File: config.mk
export PLATFORM = sky130hd
export DESIGN_NAME = pfx_line_issue
export DESIGN_NICKNAME = d
export VERILOG_FILES = /design/src/rtl/pfx_pkg.sv /design/src/rtl/pfx_addr_calc.sv /design/src/rtl/pfx_issue_gate.sv /design/src/rtl/pfx_line_issue.sv
export SDC_FILE = /design/constraint.sdc
export NUM_CORES = 1
export LEC_CHECK = 0
export ABC_AREA = 1
export BUFFER_PORTS_ARGS = -buffer_cell sky130_fd_sc_hd__buf_2
export CORE_MARGIN = 2
export CORE_UTILIZATION = 59
export CTS_CLUSTER_DIAMETER = 200
export DETAILED_ROUTE_END_ITERATION = 6
export PLACE_DENSITY = 0.95
export SETUP_SLACK_MARGIN = 0.3
export SLEW_MARGIN = 0
export SYNTH_ARGS = -nofsm -noshare
export SYNTH_HDL_FRONTEND = slang
export SYNTH_SLANG_ARGS = --single-unit
File: constraint.sdc
create_clock -name clk -period 9.2 [get_ports clk]
set_input_delay 1.38 -clock clk [delete_from_list [all_inputs] [get_ports clk]]
set_output_delay 1.38 -clock clk [all_outputs]
set_load 0.02 [all_outputs]
File: src/rtl/pfx_pkg.sv
package pfx_pkg;

    typedef enum logic [1:0] {
        FORM_NONE = 2'd0,
        FORM_REG  = 2'd1,
        FORM_IMM  = 2'd2,
        FORM_BAD  = 2'd3
    } pfx_form_e;

endpackage

File: src/rtl/pfx_addr_calc.sv
module pfx_addr_calc #(
    parameter int XLEN       = 64,
    parameter int IMM_W      = 9,
    parameter int LINE_BYTES = 64
) (
    input  logic [XLEN-1:0]       base_i,
    input  logic [XLEN-1:0]       idx_i,
    input  logic [IMM_W-1:0]      imm_i,
    input  pfx_pkg::pfx_form_e    form_i,
    output logic [XLEN-1:0]       next_base_o,
    output logic [XLEN-1:0]       base_line_o,
    output logic [XLEN-1:0]       next_line_o
);
    localparam logic [XLEN-1:0] LINE_MASK = ~(XLEN'(LINE_BYTES - 1));

    if (LINE_BYTES < 32 || (LINE_BYTES & (LINE_BYTES - 1)) != 0) begin : g_bad_line
        $error("LINE_BYTES must be a power of two of at least 32");
    end

    logic [XLEN-1:0] imm_ext;
    logic [XLEN-1:0] incr;

    always_comb begin
        imm_ext = {{(XLEN - IMM_W){imm_i[IMM_W-1]}}, imm_i};
        case (form_i)
            pfx_pkg::FORM_REG: incr = idx_i;
            pfx_pkg::FORM_IMM: incr = imm_ext;
            default:           incr = '0;
        endcase
        next_base_o = base_i + incr;
        base_line_o = base_i & LINE_MASK;
        next_line_o = next_base_o & LINE_MASK;
    end
endmodule

File: src/rtl/pfx_issue_gate.sv
module pfx_issue_gate (
    input  pfx_pkg::pfx_form_e form_i,
    input  logic               base_nat_i,
    input  logic               idx_nat_i,
    input  logic               cacheable_i,
    output logic               legal_o,
    output logic               update_o,
    output logic               do_ex_o,
    output logic               do_hint_o,
    output logic               wb_nat_o
);
    always_comb begin
        legal_o   = (form_i != pfx_pkg::FORM_BAD);
        update_o  = (form_i == pfx_pkg::FORM_REG) || (form_i == pfx_pkg::FORM_IMM);
        do_ex_o   = legal_o && !base_nat_i && cacheable_i;
        do_hint_o = update_o && !base_nat_i;
        wb_nat_o  = base_nat_i || ((form_i == pfx_pkg::FORM_REG) && idx_nat_i);
    end
endmodule

File: src/rtl/pfx_line_issue.sv
module pfx_line_issue #(
    parameter int XLEN       = 64,
    parameter int LINE_BYTES = 64,
    parameter int HINT_W     = 2
) (
    input  logic              clk,
    input  logic              rst_n,
    input  logic              in_valid,
    output logic              in_ready,
    input  logic [1:0]        in_form,
    input  logic [XLEN-1:0]   in_base,
    input  logic              in_base_nat,
    input  logic [XLEN-1:0]   in_idx,
    input  logic              in_idx_nat,
    input  logic [8:0]        in_imm,
    input  logic              in_excl,
    input  logic              in_fault_kind,
    input  logic [HINT_W-1:0] in_hint,
    input  logic              in_cacheable,
    output logic              ex_valid,
    input  logic              ex_ready,
    output logic [XLEN-1:0]   ex_addr,
    output logic              ex_excl,
    output logic              ex_fault_ok,
    output logic [HINT_W-1:0] ex_loc,
    output logic              hint_valid,
    input  logic              hint_ready,
    output logic [XLEN-1:0]   hint_addr,
    output logic [HINT_W-1:0] hint_loc,
    output logic              wb_valid,
    output logic [XLEN-1:0]   wb_base,
    output logic              wb_nat,
    output logic              err_form
);
    localparam int IMM_W = 9;

    typedef struct packed {
        logic              ex_v;
        logic [XLEN-1:0]   ex_addr;
        logic              ex_excl;
        logic              ex_fault_ok;
        logic [HINT_W-1:0] ex_loc;
        logic              hn_v;
        logic [XLEN-1:0]   hn_addr;
        logic [HINT_W-1:0] hn_loc;
        logic              wb_v;
        logic [XLEN-1:0]   wb_val;
        logic              wb_nat;
        logic              err;
    } pfx_state_t;

    pfx_state_t st_d, st_q;

    pfx_pkg::pfx_form_e form;
    logic [XLEN-1:0] next_base, base_line, next_line;
    logic legal, update, do_ex, do_hint, nat_out;
    logic accept;

    assign form = pfx_pkg::pfx_form_e'(in_form);

    pfx_addr_calc #(
        .XLEN       (XLEN),
        .IMM_W      (IMM_W),
        .LINE_BYTES (LINE_BYTES)
    ) u_addr (
        .base_i      (in_base),
        .idx_i       (in_idx),
        .imm_i       (in_imm),
        .form_i      (form),
        .next_base_o (next_base),
        .base_line_o (base_line),
        .next_line_o (next_line)
    );

    pfx_issue_gate u_gate (
        .form_i      (form),
        .base_nat_i  (in_base_nat),
        .idx_nat_i   (in_idx_nat),
        .cacheable_i (in_cacheable),
        .legal_o     (legal),
        .update_o    (update),
        .do_ex_o     (do_ex),
        .do_hint_o   (do_hint),
        .wb_nat_o    (nat_out)
    );

    assign in_ready = !(st_q.ex_v && !ex_ready);
    assign accept   = in_valid && in_ready;

    always_comb begin
        st_d = st_q;

        // explicit channel: load on a new request, clear once taken, else hold
        if (accept && do_ex) begin
            st_d.ex_v        = 1'b1;
            st_d.ex_addr     = base_line;
            st_d.ex_excl     = in_excl;
            st_d.ex_fault_ok = in_fault_kind;
            st_d.ex_loc      = in_hint;
        end else if (accept || ex_ready) begin
            st_d.ex_v = 1'b0;
        end

        // hint channel: each accepted operation replaces or drops a waiting hint
        if (accept) begin
            st_d.hn_v = do_hint;
            if (do_hint) begin
                st_d.hn_addr = next_line;
                st_d.hn_loc  = in_hint;
            end
        end else if (hint_ready) begin
            st_d.hn_v = 1'b0;
        end

        // write-back and error are single-cycle pulses
        st_d.wb_v = accept && update;
        if (accept && update) begin
            st_d.wb_val = next_base;
            st_d.wb_nat = nat_out;
        end
        st_d.err = accept && !legal;
    end

    always_ff @(posedge clk) begin
        if (!rst_n) begin
            st_q <= '0;
        end else begin
            st_q <= st_d;
        end
    end

    assign ex_valid    = st_q.ex_v;
    assign ex_addr     = st_q.ex_addr;
    assign ex_excl     = st_q.ex_excl;
    assign ex_fault_ok = st_q.ex_fault_ok;
    assign ex_loc      = st_q.ex_loc;
    assign hint_valid  = st_q.hn_v;
    assign hint_addr   = st_q.hn_addr;
    assign hint_loc    = st_q.hn_loc;
    assign wb_valid    = st_q.wb_v;
    assign wb_base     = st_q.wb_val;
    assign wb_nat      = st_q.wb_nat;
    assign err_form    = st_q.err;
endmodule

==> results_dict.tcl, run 1 <==
set metrics [dict create \
    status "completed" \
    yosys_warnings 0 \
    io-pin-count 355 \
    antenna_found_initial 0 \
    rows 56 \
    coreArea_mm2 0.0233 \
    placed_area_mm2 0.0156 \
    grt_usage_pct 39.9 \
    min_path_type "reg2reg" \
    finalPower_uw 2450 \
    die_w_um 157 \
    cp.required_ns 9.60 \
    ir_drop_v 0.000110 \
    p_per_area_mw_per_mm2 151 \
    htree_num_levels 4 \
    worstSetupPathDepth 15 \
    syn_avg_cell_area_um2 5.91 \
    route.detailed.drc 0 \
    min_period_ns 4.69 \
    drive_above_1_share_pct 17.6 \
    critPathCaptureType "flop" \
    diodes 0 \
    clock_power_share_pct 33.9 \
    r2r-start "ex_valid" \
    critPathMaxStageDelay_ns 0.91 \
    timing.fmax_mhz 213 \
    yosysSeqAreaShare_pct 27.6 \
    cts.sinks 191 \
    p_int_uw 1490 \
    cts_made_buffers 17 \
    regArea_mm2 0.00382 \
    wl_per_cell_um 16.9 \
    slew_viol_final 0 \
    crit-reg2reg-capture "hint_addr[31]" \
    crit_family "simple AND/OR/NAND/NOR gates" \
    sw_frac_of_total_pct 39.3 \
    p_seq_share_pct 37.4 \
    skew_ns 0.0173 \
    worst-path-buf-inv 4 \
    crit_start "in_form[0]" \
    switchingPower_uw 965 \
    start_kind "input port" \
    cp_data_arrival_time_ns 5.09 \
    cts_setup_buffers 0 \
    cts_root_buffer "clkbuf_16" \
    cp_cell_sequence "buf_2, inv_1, ha_2, nand2_2, a21oi_1, ha_1, nand2_1, nor2_2, inv_2, nor2_1, a21oi_1, nand2_2, xor2_1, o21bai_1, inv_1" \
    combPwrFrac_pct 28.7 \
    dr_total_vias 15900 \
    cp_slowest_cell "nand2_2" \
    synthCells 2342 \
    clk_latency_ns 0.46 \
    setup_tns_ns 0 \
    cts_tree "yes" \
    drtIter0Drc 1360 \
    fillers 2027 \
    cts_resized 0 \
    yosysUniqueCellTypes 41 \
    nets 2847 \
    dr.pass1.iters 7 \
    finalCritPeriodShare_pct 51.0 \
    die-area_mm2 0.0247 \
    endpoint "wb_base[29]" \
    area_delta_synth_final_pct 17.7 \
    p_leak_uw 0.00978 \
    clkTransAtPathRegs_ns 0.09 \
    worstRegToRegCells 10 \
    grt-ovfl-total 0 \
    slew_headroom_pct 15.3 \
    rsz0062_at_grt "false" \
    hold_depth 2 \
    multiInputGateArea_mm2 0.00802 \
    hold_viol 0 \
    clk_path_buf_depth 2 \
    vias_per_cell 5.37 \
    worst_pin_slew_ns 1.27 \
    drv_cap 0 \
    grt_max_degree 96 \
    design_area_mm2 0.0163 \
    io_buffers 342 \
    finalSetupViolCount 0 \
    path_class "in2reg" \
    ant_nets 0 \
    dpl.hpwl_mm 39.2 \
    ff2ff_setup_slack_ns 5.74 \
    cp_max_fo 56 \
    grt_pass1_wl_mm 76.5 \
    die_h_um 157 \
    syn_area_mm2 0.0138 \
    finalWeightedCongestion 1.06 \
    grt_pass1_vias 15000 \
    yosys_register_bits 191 \
    initial_core_util_pct 59.5 \
    ctsHoldBuffers 0 \
    wl_mm 50.0 \
]
[metrics by stage]
step | util, % | hold slack, ns | setup WS (ns) | std cells
floorplan | - | 0.541 | 5.23 | 2353
global placement | 67.2 | 0.456 | 4.22 | 2929
detailed placement | 67.2 | 0.467 | 4.15 | 2929
CTS | 70.0 | 0.482 | 4.58 | 2961
global route | 70.0 | 0.504 | 4.19 | 2961
finish | 70.0 | 0.485 | 4.51 | 2961
[synth_stat cells]
| cell type | number | area, um2 |
|---|---|---|
| nor2_2 | 24 | 150 |
| o21ai_0 | 109 | 546 |
| nor3_4 | 2 | 32.5 |
| nor4_1 | 1 | 6.26 |
| clkbuf_1 | 51 | 191 |
| o21bai_1 | 37 | 278 |
| or2_1 | 8 | 50.1 |
| a21o_1 | 3 | 22.5 |
| a21boi_2 | 1 | 11.3 |
| nand4_1 | 11 | 68.8 |
| nand3_2 | 4 | 40.0 |
| a21boi_0 | 1 | 7.51 |
| buf_2 | 23 | 115 |
| nor4_2 | 1 | 12.5 |
| and3_1 | 2 | 12.5 |
| conb_1 | 1 | 3.75 |
| dfxtp_1 | 191 | 3820 |
| o21a_1 | 65 | 488 |
| nand2_1 | 735 | 2760 |
| fa_1 | 1 | 20.0 |
| nor2_4 | 1 | 11.3 |
| nand3_1 | 132 | 661 |
| ha_1 | 66 | 826 |
| xor2_1 | 21 | 184 |
| nand2_2 | 22 | 138 |
| buf_4 | 13 | 97.6 |
| and2_1 | 2 | 12.5 |
| o211ai_1 | 2 | 15.0 |
| inv_2 | 19 | 71.3 |
| nor2_1 | 231 | 867 |
| buf_1 | 5 | 18.8 |
| o21ai_1 | 3 | 15.0 |
| nor3_2 | 5 | 50.1 |
| inv_1 | 415 | 1560 |
| or2_2 | 1 | 6.26 |
| clkinv_1 | 2 | 7.51 |
| o221ai_1 | 1 | 8.76 |
| nor3_1 | 9 | 45.0 |
| nand3b_1 | 1 | 7.51 |
| xnor2_1 | 2 | 17.5 |
| a21oi_1 | 118 | 591 |
[layout make-up]
type                       instances  area share (%)
tap                              319            2.45
timing repair buffer             349            10.8
clock inverter                    15            1.37
multi-input combinational       1634            49.2
inverter                         436            10.0
clock buffer                      17            2.61
sequential                       191            23.5
[worst min-delay path: cells and delay by family (launching register included)]
family          cells  cell delay (ns)
compound gates      1             0.06
simple gates        1             0.06
flops               1             0.33
[routing by layer]
layer / track usage (%) / share of wire (%)
met1: 46.1 / 39
met2: 68.5 / 47
met3: 7.46 / 8.1
met4: 24.0 / 6.3
met5: 0 / 0
[logic make-up (layout without fill, tap and decap cells)]
| family | after synthesis | after routing | synth area share [%] |
|---|---|---|---|
| simple gates | 1192 | 1192 | 35.6 |
| compound gates | 340 | 340 | 14.3 |
| fa+ha+maj | 67 | 67 | 6.11 |
| xor+xnor | 23 | 23 | 1.45 |
| other cells | 1 | 12 | 0.0271 |
| buf+inv | 528 | 817 | 14.9 |
| flops | 191 | 191 | 27.6 |
[power groups by stage]
stage                     clock, uW  combinational, uW  sequential, uW
after floorplan                   0                386             996
after global placement            0                674             932
after detailed placement          0                687             933
after CTS                       828                692             915
after global routing            854                770             921
final                           831                705             917
[how the worst min path moves through the flow]
stage                  startpoint             to  slack (ns)
detailed placement   hint_addr[7]   hint_addr[7]        0.47
CTS                  hint_addr[7]   hint_addr[7]        0.48
floorplan           hint_addr[11]  hint_addr[11]        0.54
global route        hint_addr[16]  hint_addr[16]        0.50
global placement    hint_addr[21]  hint_addr[21]        0.46
finish               hint_addr[7]   hint_addr[7]        0.49
[registers in the layout (all words and copies together), names as in the netlist]
signal       cells
wb_base         64
ex_addr         58
hint_addr       58
ex_loc           2
hint_loc         2
err_form         1
ex_excl          1
ex_fault_ok      1
ex_valid         1
hint_valid       1
wb_nat           1
wb_valid         1
[cells in the final DEF (no fill, tap or decap), drive strengths merged]
| master | instances |
|---|---|
| nand2 | 757 |
| inv | 445 |
| buf | 349 |
| nor2 | 256 |
| dfxtp | 191 |
| nand3 | 136 |
| a21oi | 118 |
| o21ai | 112 |
| ha | 66 |
| o21a | 65 |
| o21bai | 37 |
| xor2 | 21 |
| clkbuf | 17 |
| nor3 | 16 |
| conb | 12 |
| nand4 | 11 |
| or2 | 9 |
| clkinv | 6 |
| a21o | 3 |
| and2 | 2 |
| o211ai | 2 |
| xnor2 | 2 |
| a21boi | 2 |
| and3 | 2 |
| nor4 | 2 |
| o221ai | 1 |
| nand3b | 1 |
| fa | 1 |
Power figures use the tool's default switching activity.
==> run 2, diff against run 1 <==
--- a/config.mk
+++ b/config.mk
@@ -5,13 +5,13 @@
 export SDC_FILE = /design/constraint.sdc
 export NUM_CORES = 1
 export LEC_CHECK = 0
-export ABC_AREA = 1
+export ABC_AREA = 0
 export BUFFER_PORTS_ARGS = -buffer_cell sky130_fd_sc_hd__buf_2
 export CORE_MARGIN = 2
-export CORE_UTILIZATION = 59
+export CORE_UTILIZATION = 47
 export CTS_CLUSTER_DIAMETER = 200
 export DETAILED_ROUTE_END_ITERATION = 6
-export PLACE_DENSITY = 0.95
+export PLACE_DENSITY = 0.89
 export SETUP_SLACK_MARGIN = 0.3
 export SLEW_MARGIN = 0
 export SYNTH_ARGS = -nofsm -noshare
==> constraint.sdc (replaced) <==
create_clock -name clk -period 4.3 [get_ports clk]
set_input_delay 0.645 -clock clk [delete_from_list [all_inputs] [get_ports clk]]
set_output_delay 0.645 -clock clk [all_outputs]
set_load 0.02 [all_outputs]
==> run 2 against run 1 <==
Critical path depth decreased by 1. Core utilization is 10 points lower. First-iteration DRC count is 3.7% higher. Sequential cell count stayed put. Non-clock buffer count is 64 higher. Sequential power increased by 110%. Design area is 11% lower. Largest cell class unchanged.
==> results_dict.tcl, run 2 <==
set metrics [dict create \
    dp.cells 2212 \
    synth.top_cells.by_area "dfxtp_1 33%, nand2_1 14%, a21oi_1 11%" \
    coreArea_mm2 0.0242 \
    hold_viol 0 \
    rows 57 \
    cp_slowest_cell "nor4b_1" \
    die-area_mm2 0.0258 \
    nets 2127 \
    cp.required_ns 4.64 \
    min_from "in_hint[0]" \
    p_seq_share_pct 38.7 \
    clk_latency_ns 0.45 \
    antenna_found_initial 1 \
    area_delta_synth_final_pct 25.4 \
    rsz0062_at_grt "false" \
    worst-path-buf-inv 4 \
    htree_num_levels 4 \
    clock_power_share_pct 34.0 \
    p_int_uw 3190 \
    yosysMostFrequentCell "nand2_1" \
    cts_root_buffer "clkbuf_16" \
    cts_tree "yes" \
    dpl.hpwl_mm 31.9 \
    ctsHoldBuffers 0 \
    layout_common_cells "425 x nand2_1, 342 x buf_2, 258 x a21oi_1" \
    holdPathEnd "ex_loc[0]" \
    drv_cap 0 \
    skew_ns 0.00676 \
    synth_ff_type "dfxtp_1" \
    io_buffers 342 \
    wl_mm 42.3 \
    pre_cts_ws_ns -0.0347 \
    finalSetupViolCount 0 \
    path_class "in2reg" \
    min_path_type "in2reg" \
    initial_core_util_pct 47.6 \
    crit_family "compound AO/OA/AOI/OAI gates" \
    grt-ovfl-total 0 \
    ff2ff_setup_slack_ns 1.86 \
    finalWeightedCongestion 0.993 \
    wl_per_cell_um 18.8 \
    yosys_warnings 0 \
    sw_frac_of_total_pct 35.9 \
    route.detailed.drc 0 \
    die_h_um 161 \
    hold-worst-slack_ns 0.440 \
    slew_headroom_pct 46.1 \
    dr.pass1.iters 6 \
    async_reset_ff_share_pct 0 \
    cp_data_arrival_time_ns 4.22 \
    fin_cells 2247 \
    yosys.area.top_type_share_pct 33.2 \
    io-pin-count 355 \
    fin_util_pct 59.7 \
    switchingPower_uw 1790 \
    worst_pin_slew_ns 0.809 \
    cp_max_fo 26 \
    yosys_register_bits 191 \
    timing.final.ws_setup_ns 0.419 \
    cts_made_buffers 17 \
    synth_common_cells "426 x nand2_1, 260 x a21oi_1, 191 x dfxtp_1" \
    status "completed" \
    vias_per_cell 5.86 \
    setup_tns_ns 0 \
    syn_area_mm2 0.0115 \
    slew_viol_final 0 \
    critPathCaptureType "flop" \
    synth_edf_count 0 \
    p_leak_uw 0.00657 \
    grt_max_degree 64 \
    grt_pass1_wl_mm 63.9 \
    final_common_cell "nand2_1" \
    ir_drop_v 0.000231 \
    syn_avg_cell_area_um2 7.24 \
    r2r-start "ex_valid" \
    yosysUniqueCellTypes 73 \
    min_period_ns 3.88 \
    crit-reg2reg-capture "hint_addr[61]" \
    grt_pass1_vias 12100 \
    hold_depth 3 \
    cp_cell_sequence "buf_2, inv_1, ha_4, buf_12, a21oi_1, ha_1, nand4_1, nor4b_1, o311ai_1, o211ai_1, a21oi_2, buf_4, o2111a_1, o31a_1" \
    ant_nets 0 \
    largest_reg_flops 64 \
    start_kind "input port" \
    yosysSeqAreaShare_pct 33.2 \
    timing.fmax_mhz 258 \
    critPathMaxStageDelay_ns 0.59 \
    finalCritPeriodShare_pct 90.3 \
    clkTransAtPathRegs_ns 0.08 \
    p_per_area_mw_per_mm2 345 \
    clk_path_buf_depth 2 \
    combPwrFrac_pct 27.3 \
    worstRegToRegCells 5 \
    dr_total_vias 13200 \
    drive_above_1_share_pct 25.0 \
    cts.sinks 191 \
    synthCells 1591 \
    synth_top_cell_by_area "dfxtp_1" \
    die_w_um 161 \
    grt_usage_pct 31.0 \
    drtIter0Drc 1410 \
]
run 2: tightest hold or removal path: stages:
cell	delay (ns)
buf_2	0.10
nand2_1	0.05
a21oi_1	0.05
run 2: area by class of cell:
cell class	count	area (um2)
clock inverters	15	188
multi-input cells	1267	7210
diodes	1	2.50
clock buffers	17	425
inverters	19	73.8
repair buffers	413	2300
well taps	324	405
fillers	2200	9740
flip-flops and latches	191	3820
run 2: worst max-delay path by stage:
stage | start | end | slack [ns] | cells after the start
after floorplan | in_form[0] | wb_base[62] | 0.32 | 18
final | in_form[0] | wb_base[52] | 0.42 | 14
after global placement | in_form[0] | wb_base[45] | -0.01 | 16
after global routing | in_form[0] | wb_base[62] | 0.28 | 15
after detailed placement | in_form[0] | wb_base[45] | -0.03 | 16
after CTS | in_form[0] | wb_base[61] | 0.37 | 15
run 2: power groups by stage:
stage / Sequential [uW] / Clock [uW] / Combinational, uW
floorplan: 2080 / 0 / 710
global placement: 1960 / 0 / 1290
detailed placement: 1960 / 0 / 1310
CTS: 1920 / 1710 / 1320
global route: 1930 / 1780 / 1470
finish: 1930 / 1700 / 1360
run 2: logic make-up after synthesis:
| logic type | count (synthesis) | synth area share (%) |
|---|---|---|
| AND/OR/NAND/NOR | 652 | 24.4 |
| AO/OA/AOI/OAI | 489 | 26.3 |
| flip-flops | 191 | 33.2 |
| buffers and inverters | 144 | 5.13 |
| adder cells (fa/ha/maj) | 67 | 7.35 |
| XOR/XNOR | 43 | 3.27 |
| multiplexers | 4 | 0.348 |
| other | 1 | 0.0326 |
run 2: timing repair:
| action | in CTS | in global routing |
|---|---|---|
| setup endpoints to repair | 0 | 17 |
| endpoints found under the hold margin | 0 | 0 |
| setup buffers | 0 | 1 |
| gates resized for setup | 0 | 9 |
run 2: metal layers:
layer,vias to the layer above,track usage [%],share of wire [%]
li1,6212,-,-
met1,6111,39.8,41
met2,712,51.5,46
met3,127,5.04,9.0
met4,0,13.6,4.0
met5,-,0,0
run 2: stage by stage:
| step | area, um2 | power (uW) |
|---|---|---|
| 5_1_grt | 14400 | 5180 |
| 3_5_place_dp | 13700 | 3280 |
| 3_3_place_gp | 13700 | 3250 |
| 4_1_cts | 14400 | 4960 |
| 6_report | 14400 | 4980 |
| 2_1_floorplan | 11600 | 2790 |
